File: src/rtl/tapdog_pkg.sv
package tapdog_pkg;

    localparam int CNT_W    = 2;
    localparam int N_IVAL   = 4;
    localparam int MAIN_W   = 19;
    localparam int SUB_W    = 15;

    typedef enum logic [1:0] {
        ST_STOP    = 2'd0,
        ST_RUN     = 2'd1,
        ST_SUSPEND = 2'd2
    } wd_state_e;

    typedef struct packed {
        logic       mode;
        logic [1:0] sel;
    } wd_cfg_t;

    // log2 of nominal timeout in source clock cycles, per interval select
    function automatic int timeout_log2(input bit sub_mode, input int sel);
        int r;
        if (!sub_mode) begin
            unique case (sel)
                0: r = 14;
                1: r = 16;
                2: r = 18;
                default: r = 21;
            endcase
        end else begin
            unique case (sel)
                0: r = 12;
                1: r = 15;
                2: r = 16;
                default: r = 17;
            endcase
        end
        return r;
    endfunction

    // Carry period is timeout / 2^CNT_W; a bit k rises every 2^(k+1) counts
    function automatic int tap_pos(input bit sub_mode, input int sel);
        return timeout_log2(sub_mode, sel) - CNT_W - 1;
    endfunction

endpackage

File: src/rtl/tapdog_tap_pick.sv
module tapdog_tap_pick
    import tapdog_pkg::*;
#(
    parameter int  W        = 19,
    parameter bit  SUB_MODE = 1'b0
) (
    input  logic [W-1:0]      pre,
    output logic [N_IVAL-1:0] taps
);

    for (genvar i = 0; i < N_IVAL; i++) begin : g_tap
        localparam int POS = tap_pos(SUB_MODE, i);
        assign taps[i] = pre[POS];
    end

endmodule

File: src/rtl/tapdog_carry.sv
module tapdog_carry
    import tapdog_pkg::*;
(
    input  logic              clk,
    input  logic              por_n,
    input  logic [N_IVAL-1:0] main_taps,
    input  logic [N_IVAL-1:0] sub_taps,
    input  wd_cfg_t           cfg,
    output logic              carry
);

    logic [N_IVAL-1:0] main_prev_q;
    logic [N_IVAL-1:0] sub_prev_q;
    logic [N_IVAL-1:0] main_rise;
    logic [N_IVAL-1:0] sub_rise;

    // Every tap keeps its own history so a change of selection never
    // compares against a different bit.
    always_ff @(posedge clk or negedge por_n) begin
        if (!por_n) begin
            main_prev_q <= '0;
            sub_prev_q  <= '0;
        end else begin
            main_prev_q <= main_taps;
            sub_prev_q  <= sub_taps;
        end
    end

    assign main_rise = main_taps & ~main_prev_q;
    assign sub_rise  = sub_taps  & ~sub_prev_q;

    always_comb begin
        if (cfg.mode) carry = sub_rise[cfg.sel];
        else          carry = main_rise[cfg.sel];
    end

endmodule

File: src/rtl/tapdog_fsm.sv
module tapdog_fsm
    import tapdog_pkg::*;
(
    input  logic       clk,
    input  logic       por_n,
    input  logic       carry,
    input  logic       wr_zero,
    input  logic       wr_mode,
    input  logic [1:0] wr_sel,
    input  logic       clr_ext,
    input  logic       lp_any,
    output wd_cfg_t    cfg,
    output logic       running,
    output logic       rst_req
);

    localparam logic [CNT_W-1:0] CNT_MAX = {CNT_W{1'b1}};

    wd_state_e        state_q, state_d;
    logic [CNT_W-1:0] cnt_q, cnt_d;
    wd_cfg_t          cfg_q, cfg_d;
    logic             fire_d;
    logic             rst_req_q;

    always_comb begin
        state_d = state_q;
        cnt_d   = cnt_q;
        cfg_d   = cfg_q;
        fire_d  = 1'b0;
        unique case (state_q)
            ST_STOP: begin
                if (wr_zero) begin                       // START
                    cfg_d.mode = wr_mode;
                    cfg_d.sel  = wr_sel;
                    cnt_d      = '0;
                    state_d    = lp_any ? ST_SUSPEND : ST_RUN;
                end
            end
            ST_RUN: begin
                if (lp_any) begin                        // SLEEP_IN
                    cnt_d   = '0;
                    state_d = ST_SUSPEND;
                end else if (wr_zero || clr_ext) begin
                    cnt_d = '0;
                end else if (carry) begin
                    if (cnt_q == CNT_MAX) begin          // BITE
                        fire_d  = 1'b1;
                        cnt_d   = '0;
                        state_d = ST_STOP;
                    end else begin
                        cnt_d = cnt_q + 1'b1;
                    end
                end
            end
            ST_SUSPEND: begin
                cnt_d = '0;
                if (!lp_any) state_d = ST_RUN;           // WAKE
            end
            default: begin
                cnt_d   = '0;
                state_d = ST_STOP;
            end
        endcase
    end

    // state register
    always_ff @(posedge clk or negedge por_n) begin
        if (!por_n) begin
            state_q <= ST_STOP;
            cnt_q   <= '0;
            cfg_q   <= '0;
        end else begin
            state_q <= state_d;
            cnt_q   <= cnt_d;
            cfg_q   <= cfg_d;
        end
    end

    // outputs
    always_ff @(posedge clk or negedge por_n) begin
        if (!por_n) rst_req_q <= 1'b0;
        else        rst_req_q <= fire_d;
    end

    assign cfg     = cfg_q;
    assign running = (state_q != ST_STOP);
    assign rst_req = rst_req_q;

endmodule

File: src/rtl/tapdog_wdt.sv
module tapdog_wdt
    import tapdog_pkg::*;
#(
    parameter int MAIN_PRE_W = MAIN_W,
    parameter int SUB_PRE_W  = SUB_W
) (
    input  logic                  clk,
    input  logic                  por_n,
    input  logic                  osc_sel,
    input  logic [1:0]            ival_sel,
    input  logic                  wr_en,
    input  logic                  wr_ctl_bit,
    input  logic [MAIN_PRE_W-1:0] main_pre,
    input  logic [SUB_PRE_W-1:0]  sub_pre,
    input  logic                  ext_rst,
    input  logic                  sw_rst,
    input  logic                  lp_sleep,
    input  logic                  lp_tbase,
    input  logic                  lp_stop,
    output logic                  rst_req,
    output logic                  running
);

    logic [N_IVAL-1:0] main_taps;
    logic [N_IVAL-1:0] sub_taps;
    wd_cfg_t           cfg;
    logic              carry;
    logic              wr_zero;
    logic              clr_ext;
    logic              lp_any;

    assign wr_zero = wr_en & ~wr_ctl_bit;
    assign clr_ext = ext_rst | sw_rst;
    assign lp_any  = lp_sleep | lp_tbase | lp_stop;

    tapdog_tap_pick #(.W(MAIN_PRE_W), .SUB_MODE(1'b0)) u_main_pick (
        .pre  (main_pre),
        .taps (main_taps)
    );

    tapdog_tap_pick #(.W(SUB_PRE_W), .SUB_MODE(1'b1)) u_sub_pick (
        .pre  (sub_pre),
        .taps (sub_taps)
    );

    tapdog_carry u_carry (
        .clk       (clk),
        .por_n     (por_n),
        .main_taps (main_taps),
        .sub_taps  (sub_taps),
        .cfg       (cfg),
        .carry     (carry)
    );

    tapdog_fsm u_fsm (
        .clk     (clk),
        .por_n   (por_n),
        .carry   (carry),
        .wr_zero (wr_zero),
        .wr_mode (osc_sel),
        .wr_sel  (ival_sel),
        .clr_ext (clr_ext),
        .lp_any  (lp_any),
        .cfg     (cfg),
        .running (running),
        .rst_req (rst_req)
    );

endmodule

File: config.mk
export PLATFORM = sky130hd
export DESIGN_NAME = tapdog_wdt
export DESIGN_NICKNAME = d
export VERILOG_FILES = /design/src/rtl/tapdog_pkg.sv /design/src/rtl/tapdog_tap_pick.sv /design/src/rtl/tapdog_carry.sv /design/src/rtl/tapdog_fsm.sv /design/src/rtl/tapdog_wdt.sv
export SDC_FILE = /design/constraint.sdc
export NUM_CORES = 1
export LEC_CHECK = 0
export ABC_AREA = 1
export BUFFER_PORTS_ARGS = -buffer_cell sky130_fd_sc_hd__buf_2
export CORE_AREA = 2 2 53 55
export CTS_CLUSTER_SIZE = 28
export DETAILED_ROUTE_END_ITERATION = 7
export DIE_AREA = 0 0 55 57
export PLACE_DENSITY_LB_ADDON = 0.25
export SYNTH_ARGS = -nofsm -noshare
export SYNTH_HDL_FRONTEND = slang
export SYNTH_SLANG_ARGS = --single-unit
File: constraint.sdc
create_clock -name clk -period 3.3 [get_ports clk]
set_clock_uncertainty 0.1 [all_clocks]
set_input_delay 0.33 -clock clk [delete_from_list [all_inputs] [get_ports clk]]
set_output_delay 0.33 -clock clk [all_outputs]
set_load 0.1 [all_outputs]
## Word level (Yosys, flattened, before mapping)

Cells that the tools add are included.

| storage, ports and cells | value |
|---|---|
| bits in read-only memories | 0 |
| bits in writable memories | 0 |
| bits in registers | 16 |
| input bits | 46 |
| bits in latches | 0 |
| memories | 0 |

| cells by class | value |
|---|---|
| add/subtract/negate cells | 1 |
| $lt $le $gt $ge | 1 |
| multiply operators | 0 |
| bitwise operators | 9 |
| mux-type cells | 24 |
| shift operators | 0 |
| div/mod/pow operators | 0 |
| equal/unequal tests | 9 |
| reduce and logical (&&, ||, !) cells | 6 |

Operators by type and width:

| cell | number |
|---|---|
| two-way mux 2 bit | 12 |
| AND 4 bit | 2 |
| two-way mux 1 bit | 8 |
| NOT 4 bit | 2 |
| inequality test 3 x 2 -> 1 bit (second input constant) | 2 |
| one-hot mux 2 bit (3 select lines) | 1 |
| AND reduction 5 bit | 1 |
| binary-select mux 1 bit (select 2 bit) | 2 |
| equality test 2 bit (second input constant) | 2 |
| inequality test 4 x 2 -> 1 bit (second input constant) | 1 |
| one-hot mux 2 bit (2 select lines) | 1 |
| AND reduction 2 bit | 2 |
| less-than comparator 2 x 3 -> 1 bit (second input constant) | 1 |
| inequality test 3 x 1 -> 1 bit (second input constant) | 1 |
| bitwise OR 1 bit | 3 |
| adder 2 x 1 -> 2 bit (second input constant) | 1 |
| equality test 2 x 1 -> 1 bit (second input constant) | 1 |
| zero test 2 bit | 1 |
| inequality test 2 x 1 -> 1 bit (second input constant) | 1 |
| inequality test 2 bit (second input constant) | 1 |
| nonzero test 2 bit | 1 |
| AND 1 bit | 1 |
| logical OR 1 bit | 1 |
| NOT 1 bit | 1 |

## Longest topological paths before layout

Gate-level depths: netlist (run 1).

| depth | value |
|---|---|
| word-level depth | 9 |
| gate-level depth with buffers | 9 |

## Hierarchy

Synthesis (run 1) repeated with hierarchy kept, for this count alone.

| unflattened totals | value |
|---|---|
| cell total of the unflattened synthesis | 95 |
| area, all modules | 790.8 um2 |

Modules (own cells, without submodules):

| module | seq. area each (um2) | cells an instance | area each (um2) | instances |
|---|---|---|---|---|
| tapdog_fsm | 200.2 | 49 | 392.9 | 1 |
| tapdog_carry | 200.2 | 32 | 312.8 | 1 |
| tapdog_tap_pick | 0.0 | 4 | 30.0 | 2 |
| tapdog_wdt | 0.0 | 6 | 25.0 | 1 |

## Worst setup path before layout (run 1)

Ideal clock, no wire load.

| path | value |
|---|---|
| path kind | register to register |
| start point | reg u_fsm.state_q[0] |
| end point | reg u_fsm.cnt_q[1] |
| period minus slack after synthesis | 1702 ps |
| path slack | 1598 ps |
| data arrival time | 1485 ps |
| cell stages (with the launch flop) | 8 |
| required time | 3083 ps |
| cell sequence | dfrtp_1 -> nor2_1 -> inv_1 -> nor2_1 -> inv_1 -> nand2_1 -> nand2_1 -> nand2_1 |

| on the way | value |
|---|---|
| word-level cells in the longest chain between the ends | 3 |
| elaborated cells on any way between the ends | 6 |
| those cells by class | 3 x eq/ne; 1 x mux; 2 x reduce/logical |

RTL lines:

| item | RTL line | RTL |
|---|---|---|
| from (decl) | tapdog_fsm.sv:19 | `wd_state_e state_q, state_d;` |
| from (signal assigned) | tapdog_fsm.sv:73 | `state_q <= state_d;` |
| equality test 2 x 1 -> 1 bit or zero test 2 bit (tied branches) | tapdog_fsm.sv:30 | `unique case (state_q)` |
| inequality test 4 x 2 -> 1 bit (no source line) or inequality test 2 x 1 -> 1 bit (tied branches) | - |  |
| AND reduction 2 bit (no source line) | - |  |
| to (signal assigned) | tapdog_fsm.sv:74 | `cnt_q <= cnt_d;` |
| to (decl) | tapdog_fsm.sv:20 | `logic [CNT_W-1:0] cnt_q, cnt_d;` |

Several ways; a longest one is shown, not always the timed one.
A chain may end at the register's enable or synchronous reset.

## Worst setup path in the final report (run 1)

| path | value |
|---|---|
| start point | reg u_fsm.state_q[0] |
| end point | out running |

| on the way | value |
|---|---|
| word-level cells in the longest chain between the ends | 1 |

RTL lines:

| item | RTL line | RTL |
|---|---|---|
| nonzero test 2 bit | tapdog_fsm.sv:86 | `assign running = (state_q != ST_STOP);` |
| to (decl) | tapdog_wdt.sv:21 | `output logic running` |

Every way passes these cells.

==> results.toml, run 1 <==
[clock_network]
clk_latency_ns = 0.28
postCtsResizedCells = 0
clock_sinks = 16
cts_buffers = 3
cts_max_path_buffers = 2
clk_pin_slew_worst_paths_ns = 0.09
cts-root-buf = "clkbuf_4"
cts_tree = "built"
htreeDepth = 1

[layout]
final_cell_count_no_fill = 143
fillCellCount = 285
final_nets = 160
fin_util_pct = 35.8
area_delta_synth_final_pct = 25.5
n_antenna_cell = 0
fin_area_um2 = 936
drive_gt1_share_pct = 33.0

[run]
max_cap_violations = 0

[synth]
yosysUniqueCellTypes = 16
yosys_register_bits = 16
syn_area_per_cell_um2 = 8.67
yosysSeqAreaShare_pct = 53.7
synth_area_leaders = "dfrtp_1 (54%), inv_1 (8.1%), nand3_1 (7.4%), nand2_1 (6.5%), nand3_2 (5.4%)"
synth_common_cells = "dfrtp_1 (16), inv_1 (16), nand2_1 (13)"
synthFlopType = "dfrtp_1"
synth_top_family_by_area = "simple AND/OR/NAND/NOR gates"
syn-num-nets = 133
syn-cell-area_um2 = 746
synth.mux.area_fraction_pct = 0
ys.warnings.count = 0
async_flop_share_pct = 100
synthSimpleGateAreaFrac_pct = 32.6
syn_inst = 86
synthAdderAreaFrac_pct = 1.68
synth-compound-area-share_pct = 3.02
synth-edff-count = 0
synth_xor_area_share_pct = 0
synth_top_area_share_pct = 53.7
yosysTopAreaCell = "dfrtp_1"

[timing]
setup_tns_ns = 0
fmax_ghz = 0.578
finalSetupViolations = 0
hold_viol = 0
fin_crit_ns = 1.73
rsz0062_at_grt = "false"
drv_slew = 0
tightest_slew_ns = 0.485
max-slew-margin-rel_pct = 67.9
period_share_pct = 52.4

[setup_path]
r2r_end = "u_fsm.cnt_q[0]"
crit_chain = "nor2_1 -> inv_1 -> buf_2"
worstSetupPathType = "flop to primary output"
cpMaxStageDelayCell = "dfrtp_1"
critPathMaxStageDelay_ns = 0.44
worstReg2RegStart = "u_fsm.cnt_q[0]"
cp-end-kind = "primary output"
r2r_slack_ns = 1.79
startpoint_type = "flop"
r2r_cells = 5
cp.required_ns = 2.87
crit_arrival_ns = 1.30
cp_max_fo = 5

[drt]
num_vias = 608
firstDrtPassIters = 4
drtIter0Drc = 7
avgViaCountPerCell = 4.25
wl_per_cell_um = 10.0
drtAntennaViolNets = 0
routed_wl_um = 1430
drc_errors = 0

[global_route]
grt_pass1_wl_um = 2540
grt_pass1_vias = 635
grt_max_degree = 17
antenna_found_initial = 0
grt_overflow = 0
grt_usage_pct = 11.4

[power_and_ir_drop]
combPwrFrac_pct = 25.7
p_int_uw = 327
power.total_uw = 486
p_sw_uw = 159
max-vdd-ir-drop_v = 0.000197
powerDensity_nw_per_um2 = 519
switching_share_pct = 32.7
leakage_nw = 0.524
seqPwrFrac_pct = 48.3
pwr-share-clk_pct = 26.0

[floorplanning]
die_h_um = 57
initial_utilization_pct = 28.5
io_pins = 48
rows = 19
fp.dieArea_um2 = 3140
die_w_um = 55
coreArea_um2 = 2620

[place]
gp_congestion = 0.748
io_buffers = 21
dpl_cell_area_um2 = 890
place_hpwl_um = 1200
numPlacedInstances = 138

[hold_path]
hp-class = "primary input to flop"
min_to = "u_carry.sub_prev_q[2]"
hold_start = "sub_pre[13]"
whs_path_depth = 1

[outcome]
status = "finished clean"
[cell usage in the layout, fill, tap and decap left out, drive strengths merged]
cell         count
dfrtp           16
nand4            1
ha               1
clkbuf           4
or2              1
a21oi            3
nand2           16
inv             18
nand3b           2
nand3           15
nor4             1
dlygate4sd3      1
nor2            11
o31ai            1
buf             21
[routing by layer]
| layer | global-route usage (%) | routed length [µm] | vias to the layer above |
|---|---|---|---|
| met4 | 6.27 | 10 | 0 |
| met5 | 0 | 0 | - |
| met1 | 14.0 | 617 | 268 |
| met3 | 3.14 | 87 | 2 |
| li1 | - | - | 322 |
| met2 | 17.7 | 716 | 16 |
[what timing repair did]
item | 4_1_cts | 5_1_grt
hold buffers | 1 | 0
endpoints found under the hold margin | 16 | 0
setup buffers | 0 | 0
[final cells by class]
cell class / count / area, µm² / share of cell area [%]
multi-input cells: 52 / 278 / 29.7
clock buffers: 4 / 36.3 / 3.88
well taps: 31 / 38.8 / 4.14
inverters: 18 / 67.6 / 7.22
flip-flops and latches: 16 / 400 / 42.8
repair buffers: 22 / 115 / 12.3
[worst max-delay path by stage]
| stage | from | endpoint | slack, ns | cells past startpoint |
|---|---|---|---|---|
| 5_1_grt | u_fsm.state_q[0] | running | 1.46 | 3 |
| 2_1_floorplan | u_fsm.state_q[0] | u_fsm.cnt_q[1] | 1.60 | 7 |
| 3_5_place_dp | u_fsm.cnt_q[0] | u_fsm.cnt_q[0] | 1.80 | 5 |
| 4_1_cts | u_fsm.state_q[0] | running | 1.55 | 3 |
| 6_report | u_fsm.state_q[0] | running | 1.57 | 3 |
| 3_3_place_gp | u_fsm.cnt_q[0] | u_fsm.cnt_q[0] | 1.81 | 5 |
[power groups by stage]
stage	logic [mW]	clock network, mW	registers [mW]
floorplan	0.0939	0	0.235
global placement	0.125	0	0.239
detailed placement	0.126	0	0.240
CTS	0.128	0.134	0.236
global route	0.141	0.145	0.239
finish	0.125	0.126	0.235
[critical path, delay by kind of cell (launching register included)]
| family | cells | cell delay (ns) |
|---|---|---|
| DFF | 1 | 0.44 |
| buffers and inverters | 2 | 0.49 |
| and+or+nand+nor | 1 | 0.08 |
[flip-flops by register name, indices dropped and copies added, names as in the netlist]
name,count
u_carry.main_prev_q,4
u_carry.sub_prev_q,4
u_fsm.cfg,3
u_fsm.cnt_q,2
u_fsm.rst_req,1
u_fsm.state_q,2
[stage by stage]
stage / setup WS (ns) / hold slack, ns
2_1_floorplan: 1.60 / -0.0656
3_3_place_gp: 1.81 / 0.163
3_5_place_dp: 1.80 / 0.165
4_1_cts: 1.55 / 0.0471
5_1_grt: 1.46 / 0.0344
6_report: 1.57 / 0.0628
[logic make-up (layout without fill, tap and decap cells)]
family	after synthesis	in the layout
DFF	16	16
and+or+nand+nor	47	47
buffers and inverters	18	44
adders and majority gates	1	1
AOI/OAI and AO/OA	4	4
Note: power is estimated with default switching activity, not from simulation.
==> inputs of run 2 (changes only) <==
==> constraint.sdc (replaced) <==
create_clock -name clk -period 1.5 [get_ports clk]
set_clock_uncertainty 0.1 [all_clocks]
set_input_delay 0.15 -clock clk [delete_from_list [all_inputs] [get_ports clk]]
set_output_delay 0.15 -clock clk [all_outputs]
set_load 0.1 [all_outputs]
==> run 2 against run 1 <==
Worst setup slack worse by 1.5 ns. Via count increased by 3.9%. Routed wire length up 5.6%. Global-route usage down 0.17 points. Register-to-register slack got worse by 1.7 ns. Non-clock buffer count up 9. Combinational power rose to 2.5 times the previous value. Critical path type is now flop to flop. Critical endpoint is now u_fsm.cnt_q[0].
==> results.toml, run 2 (synthesis results as in run 1) <==
[drt]
route.met2.wl_um = 664
num_vias = 632
firstDrtPassIters = 4
wl_per_cell_um = 10.0
drtAntennaViolNets = 0
wl_met1_um = 773
dr.max_layer_used = "met4"
wl_met3_um = 46
drc_errors = 0
routed_wl_um = 1510
drtIter0Drc = 8
avgViaCountPerCell = 4.19

[global_route]
antenna_found_initial = 0
grt_pass1_vias = 606
grt_usage_pct = 11.2
grt_max_degree = 17
grt_overflow = 0
grt_pass1_wl_um = 2550

[floorplanning]
fp.dieArea_um2 = 3140
rows = 19
coreArea_um2 = 2620
die_h_um = 57
initial_utilization_pct = 28.5
io_pins = 48
die_w_um = 55

[setup_path]
cp-end-kind = "flop"
crit_arrival_ns = 1.56
crit_chain = "ha_2 -> or2_4 -> nor4_4 -> nand3_1 -> nand2_1"
worstReg2RegStart = "u_fsm.cnt_q[0]"
crit_cells = 5
r2r_end = "u_fsm.cnt_q[0]"
cp.required_ns = 1.62
r2r_slack_ns = 0.06
startpoint_type = "flop"
critPathLaunch = "u_fsm.cnt_q[0]"
cp_max_fo = 2
r2r_cells = 5
critPathMaxStageDelay_ns = 0.40
path_delay_family = "simple AND/OR/NAND/NOR gates"
endpoint = "u_fsm.cnt_q[0]"
cpMaxStageDelayCell = "dfrtp_1"
worstSetupPathType = "flop to flop"
worst-path-buf-inv = 0

[layout]
final_cell_count_no_fill = 151
mostFrequentLayoutCells = "buf_2 (20), dfrtp_1 (15), inv_1 (14)"
area_delta_synth_final_pct = 40.9
final_common_cell = "buf_2"
fin_area_um2 = 1050
n_antenna_cell = 0
drive_gt1_share_pct = 36.7
final_nets = 169
fin_util_pct = 40.2

[clock_network]
clock_sinks = 16
clk_pin_slew_worst_paths_ns = 0.09
clk_latency_ns = 0.28
cts_tree = "built"
cts-root-buf = "clkbuf_4"
htreeDepth = 1
cts_max_path_buffers = 2
cts_buffers = 3

[timing]
whs_ns = 0.0175
period_share_pct = 96.0
finalSetupViolations = 0
hold_viol = 0
fin_crit_ns = 1.44
rsz0062_at_grt = "true"
drv_slew = 0
layout_setup_ws_ns = 0.0603
max-slew-margin-rel_pct = 68.0
tightest_slew_ns = 0.483
fmax_ghz = 0.695

[place]
io_buffers = 21
place_hpwl_um = 1100
numPlacedInstances = 138
gp_congestion = 0.712
pre_cts_ws_ns = -0.00162
dpl_cell_area_um2 = 898

[power_and_ir_drop]
powerDensity_nw_per_um2 = 1010
max-vdd-ir-drop_v = 0.000566
leakage_nw = 0.549

[hold_path]
hp-class = "primary input to flop"

[run]
max_cap_violations = 0

[outcome]
status = "finished clean"
## run 2: cell count changes in the layout (fill, tap and decap cells not counted), sizes merged
cell / delta
dlygate4sd3: +8
buf: +1
clkbuf: -1
clkinvlp: +1
inv: -1
## run 2: cell type report
| cell class | count | area [µm²] |
|---|---|---|
| clock buffer | 3 | 22.5 |
| fill | 273 | 1560 |
| inverter | 18 | 71.3 |
| multi-input combinational | 52 | 308 |
| sequential | 16 | 402 |
| tap | 31 | 38.8 |
| timing repair buffer | 31 | 209 |
## run 2: worst min path at each step
| stage | startpoint | to | slack, ns | depth (start not counted) |
|---|---|---|---|---|
| 5_1_grt | osc_sel | u_fsm.cfg[2] | 0.007 | 3 |
| 2_1_floorplan | por_n | u_carry.main_prev_q[0] | -0.25 | 0 |
| 4_1_cts | osc_sel | u_fsm.cfg[2] | 0.01 | 3 |
| 3_5_place_dp | por_n | u_carry.sub_prev_q[0] | -0.02 | 1 |
| 3_3_place_gp | por_n | u_carry.sub_prev_q[2] | -0.02 | 1 |
| 6_report | osc_sel | u_fsm.cfg[2] | 0.02 | 3 |
## run 2: layer usage
metal	vias up	global-route usage, %
li1	338	-
met1	282	15.8
met2	10	15.8
met3	2	1.57
met5	-	0
met4	0	7.32
## run 2: what timing repair did
action	in CTS	in global routing
cloned	0	0
pin swaps	0	2
endpoints found under the hold margin	24	0
resized for setup	3	5
endpoints found under the setup margin	2	2
hold buffers	9	0
setup buffers	0	1
## run 2: worst register-to-register path, delay by kind of cell, from the launching register on
kind	cells	cell delay, ns
and+or+nand+nor	4	0.69
DFF	1	0.40
adders and majority gates	1	0.19
## run 2: report_power, final
group | internal [mW] | switching, mW | total [mW]
sequential | 0.478 | 0.0418 | 0.519
clock | 0.0930 | 0.128 | 0.221
combinational | 0.121 | 0.197 | 0.318
total | 0.692 | 0.366 | 1.06
## run 2: metrics by stage
step                      setup TNS [ns]  power, mW
after CTS                              0       1.06
after global placement                 0      0.810
after global routing             -0.0162       1.14
after floorplan                   -0.529      0.734
final                                  0       1.06
after detailed placement        -0.00162      0.816
==> inputs of run 3 (changes only) <==
--- a/config.mk
+++ b/config.mk
@@ -5,7 +5,6 @@
 export SDC_FILE = /design/constraint.sdc
 export NUM_CORES = 1
 export LEC_CHECK = 0
-export ABC_AREA = 1
 export BUFFER_PORTS_ARGS = -buffer_cell sky130_fd_sc_hd__buf_2
 export CORE_AREA = 2 2 53 55
 export CTS_CLUSTER_SIZE = 28
==> run 3 against run 2 <==
Via count up 6.6%. Hold slack worse by 0.0038 ns. Power up 23%. Maximum frequency down 11%. Final cell count down 6.6%. Critical path depth unchanged. Critical endpoint is now u_fsm.rst_req. Clock power up 30%. Largest cell class unchanged. The flow now finishes with violations (setup timing). Routed wire length up 8.3%. Largest power group unchanged. First-iteration DRC count down 75%.
==> results.toml, run 3 <==
[power_and_ir_drop]
max-vdd-ir-drop_v = 0.000626
powerDensity_nw_per_um2 = 1100
leakage_nw = 0.532
power.total_mw = 1.30

[outcome]
status = "finished, violations left"
violations = "setup timing"

[global_route]
antenna_found_initial = 0
grt_max_degree = 17
grt_usage_pct = 12.2
grt_pass1_vias = 704
grt_pass1_wl_um = 2820
grt_overflow = 0

[setup_path]
worstSetupPathType = "flop to flop"
cp.required_ns = 1.63
r2r_cells = 5
cp_max_fo = 6
startpoint_type = "flop"
cp-end-kind = "flop"
crit_arrival_ns = 1.75

[drt]
drc_errors = 0
wl_per_cell_um = 11.6
num_vias = 674
avgViaCountPerCell = 4.78
dr.max_layer_used = "met4"
route.met2.wl_um = 815
drtIter0Drc = 2
firstDrtPassIters = 4
drtAntennaViolNets = 0
wl_met3_um = 100
wl_met1_um = 709
routed_wl_um = 1640

[layout]
final_common_cell = "buf_2"
multi_input_area_um2 = 385
ff_latch_area_um2 = 403
mostFrequentLayoutCells = "buf_2 (20), dfrtp_1 (14), dlygate4sd3_1 (13)"
n_antenna_cell = 0
area_delta_synth_final_pct = 60.3
fillCellCount = 269
final_nets = 158
drive_gt1_share_pct = 42.7
fin_util_pct = 45.0

[timing]
finalSetupViolations = 4
tightest_slew_ns = 0.484
hold_viol = 0
rsz0062_at_grt = "true"
max-slew-margin-rel_pct = 68.0
fmax_ghz = 0.617
drv_slew = 0
setup_tns_ns = -0.405
fin_crit_ns = 1.62
layout_setup_ws_ns = -0.121
period_share_pct = 108

[floorplanning]
initial_utilization_pct = 28.1
fp.dieArea_um2 = 3140
rows = 19
die_w_um = 55
coreArea_um2 = 2620
die_h_um = 57
io_pins = 48

[clock_network]
cts_tree = "built"
cts_max_path_buffers = 2
cts-root-buf = "clkbuf_4"
clock_sinks = 16
htreeDepth = 1
cts_buffers = 3
clk_latency_ns = 0.28
clk_pin_slew_worst_paths_ns = 0.10

[synth]
synth_area_leaders = "dfrtp_1 (55%), nand2_1 (4.1%), and4bb_2 (3.4%), nor4_4 (2.9%), nor2b_1 (2.6%)"
async_flop_share_pct = 100
synth_common_cells = "dfrtp_1 (16), nand2_1 (8), inv_1 (3), nor2b_1 (3), o21ai_0 (3)"
yosysTopAreaCell = "dfrtp_1"
synth_top_area_share_pct = 54.5
syn-cell-area_um2 = 734
syn-num-nets = 112
synth-edff-count = 0
yosysUniqueCellTypes = 30
syn_area_per_cell_um2 = 11.3
yosysMostFrequentCell = "dfrtp_1"
ys.warnings.count = 0
yosys_register_bits = 16
synthFlopType = "dfrtp_1"
yosysSeqAreaShare_pct = 54.5
syn_inst = 65

[hold_path]
hp-class = "primary input to flop"
whs_path_depth = 4

[place]
gp_congestion = 0.715
place_hpwl_um = 1220
io_buffers = 21

[run]
max_cap_violations = 0
## run 3: cell count changes after synthesis, sizes merged, moves of 2 or more
| cell | change |
|---|---|
| inv | -15 |
| nand3 | -14 |
| nor2 | -9 |
| nand2 | -8 |
| nor2b | +3 |
| nor3 | +3 |
| o21ai | +3 |
| a21oi | -2 |
| and2 | +2 |
| and4bb | +2 |
| nand2b | +2 |
| o2111ai | +2 |
| or3b | +2 |
## run 3: worst paths after layout
kind                                startpoint                    end  slack [ns]
worst max-delay path              u_fsm.cfg[0]          u_fsm.rst_req       -0.12
worst min-delay path                  lp_tbase       u_fsm.state_q[0]        0.01
worst max register to register    u_fsm.cfg[0]          u_fsm.rst_req       -0.12
worst min register to register  u_fsm.cnt_q[1]         u_fsm.cnt_q[1]        0.45
max in group asynchronous                por_n           u_fsm.cfg[0]        0.81
min in group asynchronous                por_n  u_carry.sub_prev_q[2]        0.20
## run 3: where the power goes
| part | internal (mW) | switching (mW) | total, mW |
|---|---|---|---|
| clock network | 0.148 | 0.139 | 0.287 |
| registers | 0.481 | 0.0577 | 0.538 |
| logic | 0.254 | 0.220 | 0.474 |
## run 3: stage by stage
step                setup slack, ns  std cells  instance area, µm²  hold slack [ns]
floorplan                  -0.00517         65                 751           -0.246
global placement             -0.133        123                 955         -0.00901
detailed placement           -0.145        123                 955          -0.0141
CTS                          -0.131        140                1140          0.00840
global route                 -0.186        141                1180           0.0259
finish                       -0.121        141                1180           0.0137
## run 3: kinds of logic (layout without fill, tap and decap cells)
family / count (synthesis) / after routing / share of synthesized area (%)
AND/OR/NAND/NOR: 33 / 33 / 30.0
AO/OA/AOI/OAI: 11 / 11 / 10.7
flip-flops: 16 / 16 / 54.5
buffers and inverters: 3 / 48 / 1.53
multiplexers: 1 / 1 / 1.53
adder cells (fa/ha/maj): 1 / 1 / 1.70
## run 3: worst max-delay path: stages, from the launching register on
cell,delay (ns)
dfrtp_2,0.46
or3b_1,0.38
o2111ai_2,0.10
o311a_4,0.24
and2_4,0.15
and3_1,0.14
## run 3: what timing repair did
item,4_1_cts,5_1_grt
hold buffers,13,0
setup endpoints to repair,4,5
resized for setup,4,4
pin swaps,1,4
setup buffers,0,1
hold endpoints to repair,28,0
## run 3: final cells by class
class | count | area share (%)
well taps | 31 | 3.29
multi-input cells | 46 | 32.7
repair buffers | 41 | 25.7
inverters | 3 | 0.956
clock buffers | 4 | 3.08
flip-flops and latches | 16 | 34.2
## run 3: routing by layer
layer | vias to the layer above | GRT usage [%]
li1 | 328 | -
met1 | 326 | 15.1
met2 | 18 | 19.6
met3 | 2 | 4.71
met4 | 0 | 3.14
met5 | - | 0
